$ cat config.mk
export PLATFORM = sky130hd
export DESIGN_NAME = exit_head
export DESIGN_NICKNAME = d
export VERILOG_FILES = /design/src/rtl/exit_head_pkg.sv /design/src/rtl/exit_head_gap.sv /design/src/rtl/exit_head_mac.sv /design/src/rtl/exit_head_argmax.sv /design/src/rtl/exit_head.sv
export SDC_FILE = /design/constraint.sdc
export NUM_CORES = 1
export LEC_CHECK = 0
export ABC_AREA = 1
export ABC_CLOCK_PERIOD_IN_PS = 8620
export BUFFER_PORTS_ARGS = -buffer_cell sky130_fd_sc_hd__buf_2
export CAP_MARGIN = 30
export CELL_PAD_IN_SITES_DETAIL_PLACEMENT = 1
export CELL_PAD_IN_SITES_GLOBAL_PLACEMENT = 1
export CORE_MARGIN = 3
export CORE_UTILIZATION = 51
export CTS_BUF_LIST = sky130_fd_sc_hd__clkbuf_4 sky130_fd_sc_hd__clkbuf_8
export DETAILED_ROUTE_END_ITERATION = 10
export GPL_ROUTABILITY_DRIVEN = 0
export PLACE_DENSITY_LB_ADDON = 0.1
export REMOVE_ABC_BUFFERS = 1
export SYNTH_ARGS = -nofsm -noshare
export SYNTH_HDL_FRONTEND = slang
export SYNTH_SLANG_ARGS = --single-unit
$ cat constraint.sdc
create_clock -name clk -period 8.62 [get_ports clk]
set_input_delay 2.586 -clock clk [delete_from_list [all_inputs] [get_ports clk]]
set_output_delay 2.586 -clock clk [all_outputs]
set_load 0.01 [all_outputs]
$ cat src/rtl/exit_head_pkg.sv
package exit_head_pkg;
  typedef enum logic [2:0] {
    ST_IDLE,
    ST_POOL,
    ST_DRAIN,
    ST_DENSE,
    ST_WAIT
  } head_state_t;

  localparam logic MODE_COARSE = 1'b0;
  localparam logic MODE_FINE   = 1'b1;
endpackage

$ cat src/rtl/exit_head_gap.sv
// Per-channel spatial averager: accumulates one channel, emits a rounded mean.
module exit_head_gap #(
  parameter int ACT_W = 8,
  parameter int SUM_W = 15,
  parameter int SH_W  = 3
) (
  input  logic             clk,
  input  logic             rst,
  input  logic             in_v,
  input  logic             in_last,
  input  logic [ACT_W-1:0] in_data,
  input  logic [SH_W-1:0]  sh,
  output logic             avg_v,
  output logic [ACT_W-1:0] avg
);
  logic [SUM_W-1:0] sum_q, sum_nx, half;
  logic [ACT_W-1:0] avg_nx;

  always_comb begin
    sum_nx = sum_q + SUM_W'(in_data);
    half   = SUM_W'(1) << (sh - SH_W'(1));
    avg_nx = ACT_W'((sum_nx + half) >> sh);
  end

  always_ff @(posedge clk) begin
    if (rst) begin
      sum_q <= '0;
      avg_v <= 1'b0;
      avg   <= '0;
    end else begin
      avg_v <= 1'b0;
      if (in_v) begin
        if (in_last) begin
          sum_q <= '0;
          avg   <= avg_nx;
          avg_v <= 1'b1;
        end else begin
          sum_q <= sum_nx;
        end
      end
    end
  end
endmodule

$ cat src/rtl/exit_head_mac.sv
// Signed multiply-accumulate over one class row of the dense layer.
module exit_head_mac #(
  parameter int ACT_W = 8,
  parameter int W_W   = 8,
  parameter int ACC_W = 24
) (
  input  logic                    clk,
  input  logic                    rst,
  input  logic                    in_v,
  input  logic                    in_last,
  input  logic [ACT_W-1:0]        act,
  input  logic signed [W_W-1:0]   wt,
  output logic                    score_v,
  output logic signed [ACC_W-1:0] score
);
  logic signed [ACT_W+W_W:0] prod;
  logic signed [ACC_W-1:0]   acc_q, acc_nx;

  always_comb begin
    prod   = $signed({1'b0, act}) * wt;
    acc_nx = acc_q + ACC_W'(prod);
  end

  always_ff @(posedge clk) begin
    if (rst) begin
      acc_q   <= '0;
      score_v <= 1'b0;
      score   <= '0;
    end else begin
      score_v <= 1'b0;
      if (in_v) begin
        if (in_last) begin
          acc_q   <= '0;
          score   <= acc_nx;
          score_v <= 1'b1;
        end else begin
          acc_q <= acc_nx;
        end
      end
    end
  end
endmodule

$ cat src/rtl/exit_head_argmax.sv
// Running maximum over class scores; strict compare keeps the lowest index on ties.
module exit_head_argmax #(
  parameter int ACC_W = 24,
  parameter int CLS_W = 3
) (
  input  logic                    clk,
  input  logic                    rst,
  input  logic                    clr,
  input  logic                    s_v,
  input  logic signed [ACC_W-1:0] score,
  input  logic [CLS_W-1:0]        n_cls,
  output logic [CLS_W-1:0]        best_idx,
  output logic                    fin
);
  logic [CLS_W-1:0]        idx_q;
  logic signed [ACC_W-1:0] best_q;

  always_ff @(posedge clk) begin
    if (rst) begin
      idx_q    <= '0;
      best_q   <= '0;
      best_idx <= '0;
      fin      <= 1'b0;
    end else begin
      fin <= 1'b0;
      if (clr) begin
        idx_q <= '0;
      end else if (s_v) begin
        if (idx_q == '0 || score > best_q) begin
          best_q   <= score;
          best_idx <= idx_q;
        end
        idx_q <= idx_q + CLS_W'(1);
        fin   <= (idx_q == n_cls - CLS_W'(1));
      end
    end
  end
endmodule

$ cat src/rtl/exit_head.sv
module exit_head
  import exit_head_pkg::*;
#(
  parameter int ACT_W  = 8,
  parameter int W_W    = 8,
  parameter int ACC_W  = 24,
  parameter int C_CH   = 24,
  parameter int C_LOG  = 6,
  parameter int C_CLS  = 3,
  parameter int F_CH   = 40,
  parameter int F_LOG  = 2,
  parameter int F_CLS  = 5,
  localparam int MAX_CH   = (C_CH > F_CH) ? C_CH : F_CH,
  localparam int MAX_CLS  = (C_CLS > F_CLS) ? C_CLS : F_CLS,
  localparam int MAX_LOG  = (C_LOG > F_LOG) ? C_LOG : F_LOG,
  localparam int C_WORDS  = C_CH << C_LOG,
  localparam int F_WORDS  = F_CH << F_LOG,
  localparam int FM_DEPTH = (C_WORDS > F_WORDS) ? C_WORDS : F_WORDS,
  localparam int WR_DEPTH = C_CH * C_CLS + F_CH * F_CLS,
  localparam int FM_AW    = $clog2(FM_DEPTH),
  localparam int WR_AW    = $clog2(WR_DEPTH),
  localparam int CLS_W    = $clog2(MAX_CLS + 1)
) (
  input  logic                  clk,
  input  logic                  rst,
  input  logic                  start,
  input  logic                  fine_mode,
  output logic [FM_AW-1:0]      fmap_addr,
  input  logic [ACT_W-1:0]      fmap_data,
  output logic [WR_AW-1:0]      wrom_addr,
  input  logic signed [W_W-1:0] wrom_data,
  output logic [CLS_W-1:0]      class_idx,
  output logic                  exit_early,
  output logic                  done
);
  localparam int CH_W  = $clog2(MAX_CH + 1);
  localparam int PIX_W = MAX_LOG;
  localparam int SH_W  = $clog2(MAX_LOG + 1);
  localparam int SUM_W = ACT_W + MAX_LOG + 1;

  head_state_t st;
  logic        mode_q;
  logic        go;

  logic [CH_W-1:0]  ch_n;
  logic [CLS_W-1:0] cls_n;
  logic [PIX_W-1:0] pix_last;
  logic [SH_W-1:0]  sh;
  logic [WR_AW-1:0] w_base;

  logic [CH_W-1:0]  ch_c, wr_ch;
  logic [PIX_W-1:0] pix_c;
  logic [CLS_W-1:0] cls_c;
  logic             last_pix, last_ch, last_cls;

  logic d_pv, d_plast, d_dv, d_dlast;

  logic [ACT_W-1:0] avg_mem [MAX_CH];
  logic [ACT_W-1:0] act_q;
  logic             avg_v;
  logic [ACT_W-1:0] avg;

  logic                    score_v;
  logic signed [ACC_W-1:0] score;
  logic [CLS_W-1:0]        best_idx;
  logic                    fin;

  assign go = start && (st == ST_IDLE);

  always_comb begin
    if (mode_q == MODE_FINE) begin
      ch_n     = CH_W'(F_CH);
      cls_n    = CLS_W'(F_CLS);
      pix_last = PIX_W'((1 << F_LOG) - 1);
      sh       = SH_W'(F_LOG);
      w_base   = WR_AW'(C_CH * C_CLS);
    end else begin
      ch_n     = CH_W'(C_CH);
      cls_n    = CLS_W'(C_CLS);
      pix_last = PIX_W'((1 << C_LOG) - 1);
      sh       = SH_W'(C_LOG);
      w_base   = '0;
    end
    last_pix = (pix_c == pix_last);
    last_ch  = (ch_c == ch_n - CH_W'(1));
    last_cls = (cls_c == cls_n - CLS_W'(1));
  end

  // Sequencer: pooling sweep, drain of the averager, dense sweep, argmax wait.
  always_ff @(posedge clk) begin
    if (rst) begin
      st         <= ST_IDLE;
      mode_q     <= MODE_COARSE;
      ch_c       <= '0;
      pix_c      <= '0;
      cls_c      <= '0;
      fmap_addr  <= '0;
      wrom_addr  <= '0;
      class_idx  <= '0;
      exit_early <= 1'b0;
      done       <= 1'b0;
      d_pv       <= 1'b0;
      d_plast    <= 1'b0;
      d_dv       <= 1'b0;
      d_dlast    <= 1'b0;
    end else begin
      done    <= 1'b0;
      d_pv    <= (st == ST_POOL);
      d_plast <= (st == ST_POOL) && last_pix;
      d_dv    <= (st == ST_DENSE);
      d_dlast <= (st == ST_DENSE) && last_ch;
      unique case (st)
        ST_IDLE: begin
          if (start) begin
            mode_q    <= fine_mode;
            st        <= ST_POOL;
            fmap_addr <= '0;
            ch_c      <= '0;
            pix_c     <= '0;
          end
        end
        ST_POOL: begin
          if (last_pix && last_ch) begin
            st    <= ST_DRAIN;
            pix_c <= '0;
          end else begin
            fmap_addr <= fmap_addr + FM_AW'(1);
            if (last_pix) begin
              pix_c <= '0;
              ch_c  <= ch_c + CH_W'(1);
            end else begin
              pix_c <= pix_c + PIX_W'(1);
            end
          end
        end
        ST_DRAIN: begin
          if (wr_ch == ch_n) begin
            st        <= ST_DENSE;
            ch_c      <= '0;
            cls_c     <= '0;
            wrom_addr <= w_base;
          end
        end
        ST_DENSE: begin
          if (last_ch && last_cls) begin
            st <= ST_WAIT;
          end else begin
            wrom_addr <= wrom_addr + WR_AW'(1);
            if (last_ch) begin
              ch_c  <= '0;
              cls_c <= cls_c + CLS_W'(1);
            end else begin
              ch_c <= ch_c + CH_W'(1);
            end
          end
        end
        ST_WAIT: begin
          if (fin) begin
            class_idx  <= best_idx;
            exit_early <= (mode_q == MODE_COARSE) && (best_idx == '0);
            done       <= 1'b1;
            st         <= ST_IDLE;
          end
        end
        default: st <= ST_IDLE;
      endcase
    end
  end

  // Channel-average store: one write port, one registered read port.
  always_ff @(posedge clk) begin
    if (avg_v) avg_mem[wr_ch] <= avg;
    act_q <= avg_mem[ch_c];
  end

  always_ff @(posedge clk) begin
    if (rst || go) wr_ch <= '0;
    else if (avg_v) wr_ch <= wr_ch + CH_W'(1);
  end

  exit_head_gap #(.ACT_W(ACT_W), .SUM_W(SUM_W), .SH_W(SH_W)) u_gap (
    .clk(clk), .rst(rst), .in_v(d_pv), .in_last(d_plast),
    .in_data(fmap_data), .sh(sh), .avg_v(avg_v), .avg(avg)
  );

  exit_head_mac #(.ACT_W(ACT_W), .W_W(W_W), .ACC_W(ACC_W)) u_mac (
    .clk(clk), .rst(rst), .in_v(d_dv), .in_last(d_dlast),
    .act(act_q), .wt(wrom_data), .score_v(score_v), .score(score)
  );

  exit_head_argmax #(.ACC_W(ACC_W), .CLS_W(CLS_W)) u_arg (
    .clk(clk), .rst(rst), .clr(go), .s_v(score_v), .score(score),
    .n_cls(cls_n), .best_idx(best_idx), .fin(fin)
  );
endmodule

==> summary by stage <==
Global route
Entering global routing, the biggest net connects 77 pins. The global-route total usage across every layer is 27.9%. The via count of the first global-routing pass is 20500. For this run the aggregate overflow at the end of global routing stands at 0. The number of antenna violations at the first check in global routing is 1. The first global-routing pass estimated 111 mm of wire.

Worst setup path
At the worst endpoint, the required time is 9.16 ns. STA classifies the critical path startpoint as an input port. The endpoint identified for the worst register-to-register timing path is u_mac.score[22]. The start of the worst register-to-register path is act_q[0].

Across all register-to-register paths, the minimum setup slack is 3.44 ns. The arrival time at the worst endpoint is 7.57 ns. The critical path is of the in -> reg type. The length in cells of the worst reg-to-reg path is 17.

In this run the worst setup path terminates at u_mac.score[22]. The worst setup path startpoint is wrom_data[7]. Along the worst path, the maximum fanout reaches 9. The worst setup path is captured at a register.

Synth
The number of enable-type register cells in the synthesized netlist is 320. The xor and xnor area share after synthesis is 1.34%. The mapped netlist covers 24800 µm². After synthesis, the netlist uses 57 different library cells. After synthesis, the share of cell area in mux cells is 0%.

The area share of the largest cell type after synthesis is 38.8%. The number of warnings reported in the yosys synthesis log is 0. In the post-synthesis netlist, the biggest area contributors are sky130_fd_sc_hd__edfxtp_1 (39%), sky130_fd_sc_hd__dfxtp_1 (13%), sky130_fd_sc_hd__nand2_1 (6.4%). For this run, the register share of the synthesized area comes to 52.2%. After synthesis the netlist holds a flip-flop and latch count of 485.

The library cell with the largest summed area after synthesis is sky130_fd_sc_hd__edfxtp_1. The combinational family with the most area after synthesis is simple AND/OR/NAND/NOR gates. The compound-gate portion of the synthesized area is 12.6%.

The flip-flop cell with the highest count after synthesis is sky130_fd_sc_hd__edfxtp_1. For this run, asynchronously set or reset flops after synthesis account for 0%. The synthesized netlist devotes 17.0% of its cell area to simple gates. The synthesized area per cell is 9.29 µm². Summing the areas of all fa, ha and maj instances in the mapped netlist gives 10.2% of the synthesized area.

Synthesis handed over a netlist of 2665 instances.

Clock network
For this design, the CTS-stage hold fixing added 0 buffers. The number of buffers inserted to repair setup after CTS is 0. The tree is rooted in a sky130_fd_sc_hd__clkbuf_8. The number of buffers inserted during clock tree synthesis is 81. The count of instances resized after the clock tree is built is 0. The clock tree buffer depth is 3. For the worst-skew pair, the clock arrives at the later sink with an insertion delay of 0.67 ns.

TritonCTS built the clock tree. The number of H-tree levels is 3. The clock net in this run drives a total of 485 sinks. The CTS clock-pin slew for the worst setup and hold paths is 0.06 ns.

Job
Across the run, the number of max-cap violations was 0.

STA
Across the routed clock network, the largest skew measured is 0.0280 ns. The number of setup violations in the final report is 0. Subtracting the final worst setup slack from the clock period gives 7.02 ns. For the pin with the worst max-slew slack, the measured transition is 1.04 ns.

The sum of negative setup slack is 0 ns. The worst path uses 81.5% of the clock period. Hold timing on the final database bottoms out at a slack of 0.468 ns. The worst-case headroom to the max-slew limit is 30.5%. The hold violation count in the final report came to 0. The count of final max-slew check failures is 0.

Setup repair after global routing left no endpoint under its margin. The maximum clock rate is 0.142 GHz.

Pwr
The leakage dissipation is 0.0106 µW. The areal power density over the cells is 360 nW/µm². IR analysis of the VDD net gives a maximum drop of 602 µV.

Routing
In this run, the number of DRC markers left after iteration 0 of detailed routing was 1531. The number of antenna-violating nets in the routed design is 0. The average wire per standard cell is 20.8 µm. The first detailed-routing pass ran for 5 iterations.

The top layer reached by signal wires is met4. Detailed routing placed a total of 33.3 mm of wire on met2. After detailed routing, the met3 layer carries 4.84 mm of wire. The remaining design rule violation count is 0. The per-cell via count in the routed design is 5.76. The via count of the routed design is 19500. The routed wire length is 70.3 mm.

In the final routing, the length of wire on met1 measures 30.7 mm.

Floorplan
For this configuration, the core starts out at a cell density of 51.7%. The core region is 47800 µm². The floorplan has 80 rows.

The die is 226 µm tall. The floorplan step defined a die boundary enclosing 51200 µm². The die width is 226 µm. The number of top-level design ports is 45.

Final layout
At the end of the flow, the number of nets in the layout was 2887. The filler-free cell count of the finished design is 3380. The layout has 5526 filler cells. The final non-filler cell area is 27200 µm².

The post-route netlist has 10.4% of its cells at a drive strength greater than 1. At the end of the flow the core is filled with cells to 56.8%. The relative area change from synthesis to final layout is 9.80%.

Placement
The quantity of I/O buffers inserted on ports is 44. The number of placed instances, taps included, is 3226. The placed cell area is 25400 µm².

The half-perimeter wire length after detailed placement is 47.6 mm.

Hold path
The tightest min-delay check is of the reg -> reg type.

Outcome
The flow ran to the end, and the final reports show no timing, DRC or antenna violations.
==> report_power, final <==
part           switching, µW  leakage, µW  internal, µW  total [µW]
Sequential               120      0.00402          2510        2630
Clock                    963     0.000930          1240        2200
Combinational           3340      0.00562          1630        4970
==> cell type report <==
type | instances | area [µm²] | share of cell area (%)
antenna | 1 | 2.50 | 0.00921
clock buffer | 126 | 1500 | 5.50
clock inverter | 25 | 258 | 0.948
inverter | 293 | 1110 | 4.07
multi-input combinational | 1762 | 10200 | 37.5
sequential | 485 | 12900 | 47.5
tap | 615 | 769 | 2.83
timing repair buffer | 73 | 444 | 1.63
==> how the worst min path moves through the flow <==
stage,startpoint,end,cells past startpoint
after floorplan,u_mac.acc_q[13],u_mac.acc_q[13],2
after global placement,class_idx[1],class_idx[1],2
after detailed placement,u_mac.acc_q[1],u_mac.acc_q[1],2
after CTS,u_mac.acc_q[1],u_mac.acc_q[1],2
after global routing,u_mac.acc_q[1],u_mac.acc_q[1],2
final,u_mac.acc_q[1],u_mac.acc_q[1],2
==> cell usage after synthesis, types with 2 or more instances <==
library cell / instances
sky130_fd_sc_hd__buf_2: 21
sky130_fd_sc_hd__nand4_1: 17
sky130_fd_sc_hd__ha_1: 119
sky130_fd_sc_hd__o311ai_1: 3
sky130_fd_sc_hd__inv_4: 2
sky130_fd_sc_hd__o22ai_1: 78
sky130_fd_sc_hd__nor3_1: 20
sky130_fd_sc_hd__a211oi_1: 5
sky130_fd_sc_hd__nand2_1: 423
sky130_fd_sc_hd__buf_4: 7
sky130_fd_sc_hd__nor2_1: 374
sky130_fd_sc_hd__nand3_2: 9
sky130_fd_sc_hd__a21oi_1: 153
sky130_fd_sc_hd__o21ai_0: 247
sky130_fd_sc_hd__a21oi_2: 6
sky130_fd_sc_hd__clkinv_1: 4
sky130_fd_sc_hd__o21a_1: 4
sky130_fd_sc_hd__o211ai_1: 14
sky130_fd_sc_hd__or2_2: 4
sky130_fd_sc_hd__nand2_4: 3
sky130_fd_sc_hd__edfxtp_1: 320
sky130_fd_sc_hd__buf_1: 4
sky130_fd_sc_hd__nand2_2: 9
sky130_fd_sc_hd__o31ai_1: 2
sky130_fd_sc_hd__nand3_1: 110
sky130_fd_sc_hd__nand3b_1: 6
sky130_fd_sc_hd__o21ai_1: 12
sky130_fd_sc_hd__inv_2: 13
sky130_fd_sc_hd__o21bai_1: 4
sky130_fd_sc_hd__xor2_1: 21
sky130_fd_sc_hd__inv_1: 274
sky130_fd_sc_hd__clkbuf_1: 89
sky130_fd_sc_hd__o221ai_1: 15
sky130_fd_sc_hd__o21ai_2: 6
sky130_fd_sc_hd__nor2_8: 4
sky130_fd_sc_hd__a31oi_1: 4
sky130_fd_sc_hd__xnor2_1: 15
sky130_fd_sc_hd__nor4_1: 2
sky130_fd_sc_hd__buf_6: 4
sky130_fd_sc_hd__dfxtp_1: 165
sky130_fd_sc_hd__fa_1: 52
sky130_fd_sc_hd__nor2_2: 6
==> per-stage QoR <==
step	total power, µW	setup slack, ns
floorplan	5980	1.51
global placement	7300	0.994
detailed placement	7530	0.956
CTS	9800	1.66
global route	10600	1.34
finish	9800	1.60
==> flip-flops by register name (all words and copies together) (netlist names), 6 cells and up <==
register,count
act_q,8
avg_mem,320
ch_c,6
fmap_addr,11
pix_c,6
u_arg.best_q,24
u_gap.avg,8
u_gap.sum_q,14
u_mac.acc_q,24
u_mac.score,24
wr_ch,6
wrom_addr,9
==> layout by cell type, fill, tap and decap left out, types with 21 or more instances in the layout <==
cell type and n:
sky130_fd_sc_hd__clkbuf_4 38, sky130_fd_sc_hd__edfxtp_1 320, sky130_fd_sc_hd__ha_1 119, sky130_fd_sc_hd__o22ai_1 78, sky130_fd_sc_hd__fa_1 52, sky130_fd_sc_hd__a21oi_1 153, sky130_fd_sc_hd__nand2_1 423, sky130_fd_sc_hd__o21ai_0 247
sky130_fd_sc_hd__dfxtp_1 163, sky130_fd_sc_hd__buf_2 43, sky130_fd_sc_hd__nor2_1 374, sky130_fd_sc_hd__xor2_1 21, sky130_fd_sc_hd__buf_4 29, sky130_fd_sc_hd__clkbuf_8 88, sky130_fd_sc_hd__inv_1 274, sky130_fd_sc_hd__nand3_1 110
==> layer usage <==
metal,vias up,GRT usage [%]
met3,127,5.53
met1,9676,37.6
met2,559,45.8
met5,-,0
li1,9090,-
met4,0,8.51
==> cell families (layout without fill, tap and decap cells) <==
| logic type | count (synthesis) | in the layout |
|---|---|---|
| xor gates and xnor gates | 37 | 37 |
| and+or+nand+nor | 994 | 994 |
| other | 0 | 1 |
| buffers and inverters | 418 | 517 |
| AOI/OAI and AO/OA | 560 | 560 |
| adders and majority gates | 171 | 171 |
| DFF | 485 | 485 |
==> critical path: stages <==
cell and delay [ns]:
sky130_fd_sc_hd__buf_2 0.12, sky130_fd_sc_hd__clkinv_1 0.09, sky130_fd_sc_hd__buf_4 0.19, sky130_fd_sc_hd__or2_2 0.30, sky130_fd_sc_hd__fa_1 0.51, sky130_fd_sc_hd__fa_1 0.57, sky130_fd_sc_hd__inv_1 0.06, sky130_fd_sc_hd__fa_1 0.53
sky130_fd_sc_hd__fa_1 0.60, sky130_fd_sc_hd__fa_1 0.43, sky130_fd_sc_hd__ha_1 0.38, sky130_fd_sc_hd__a21oi_1 0.22, sky130_fd_sc_hd__o21ai_1 0.10, sky130_fd_sc_hd__a21oi_1 0.24, sky130_fd_sc_hd__o21ai_1 0.15, sky130_fd_sc_hd__nand2_1 0.08
sky130_fd_sc_hd__nand2_1 0.06, sky130_fd_sc_hd__xor2_1 0.15, sky130_fd_sc_hd__o21ai_0 0.16, sky130_fd_sc_hd__inv_1 0.06
No activity file was read; power rests on OpenSTA's default activity.
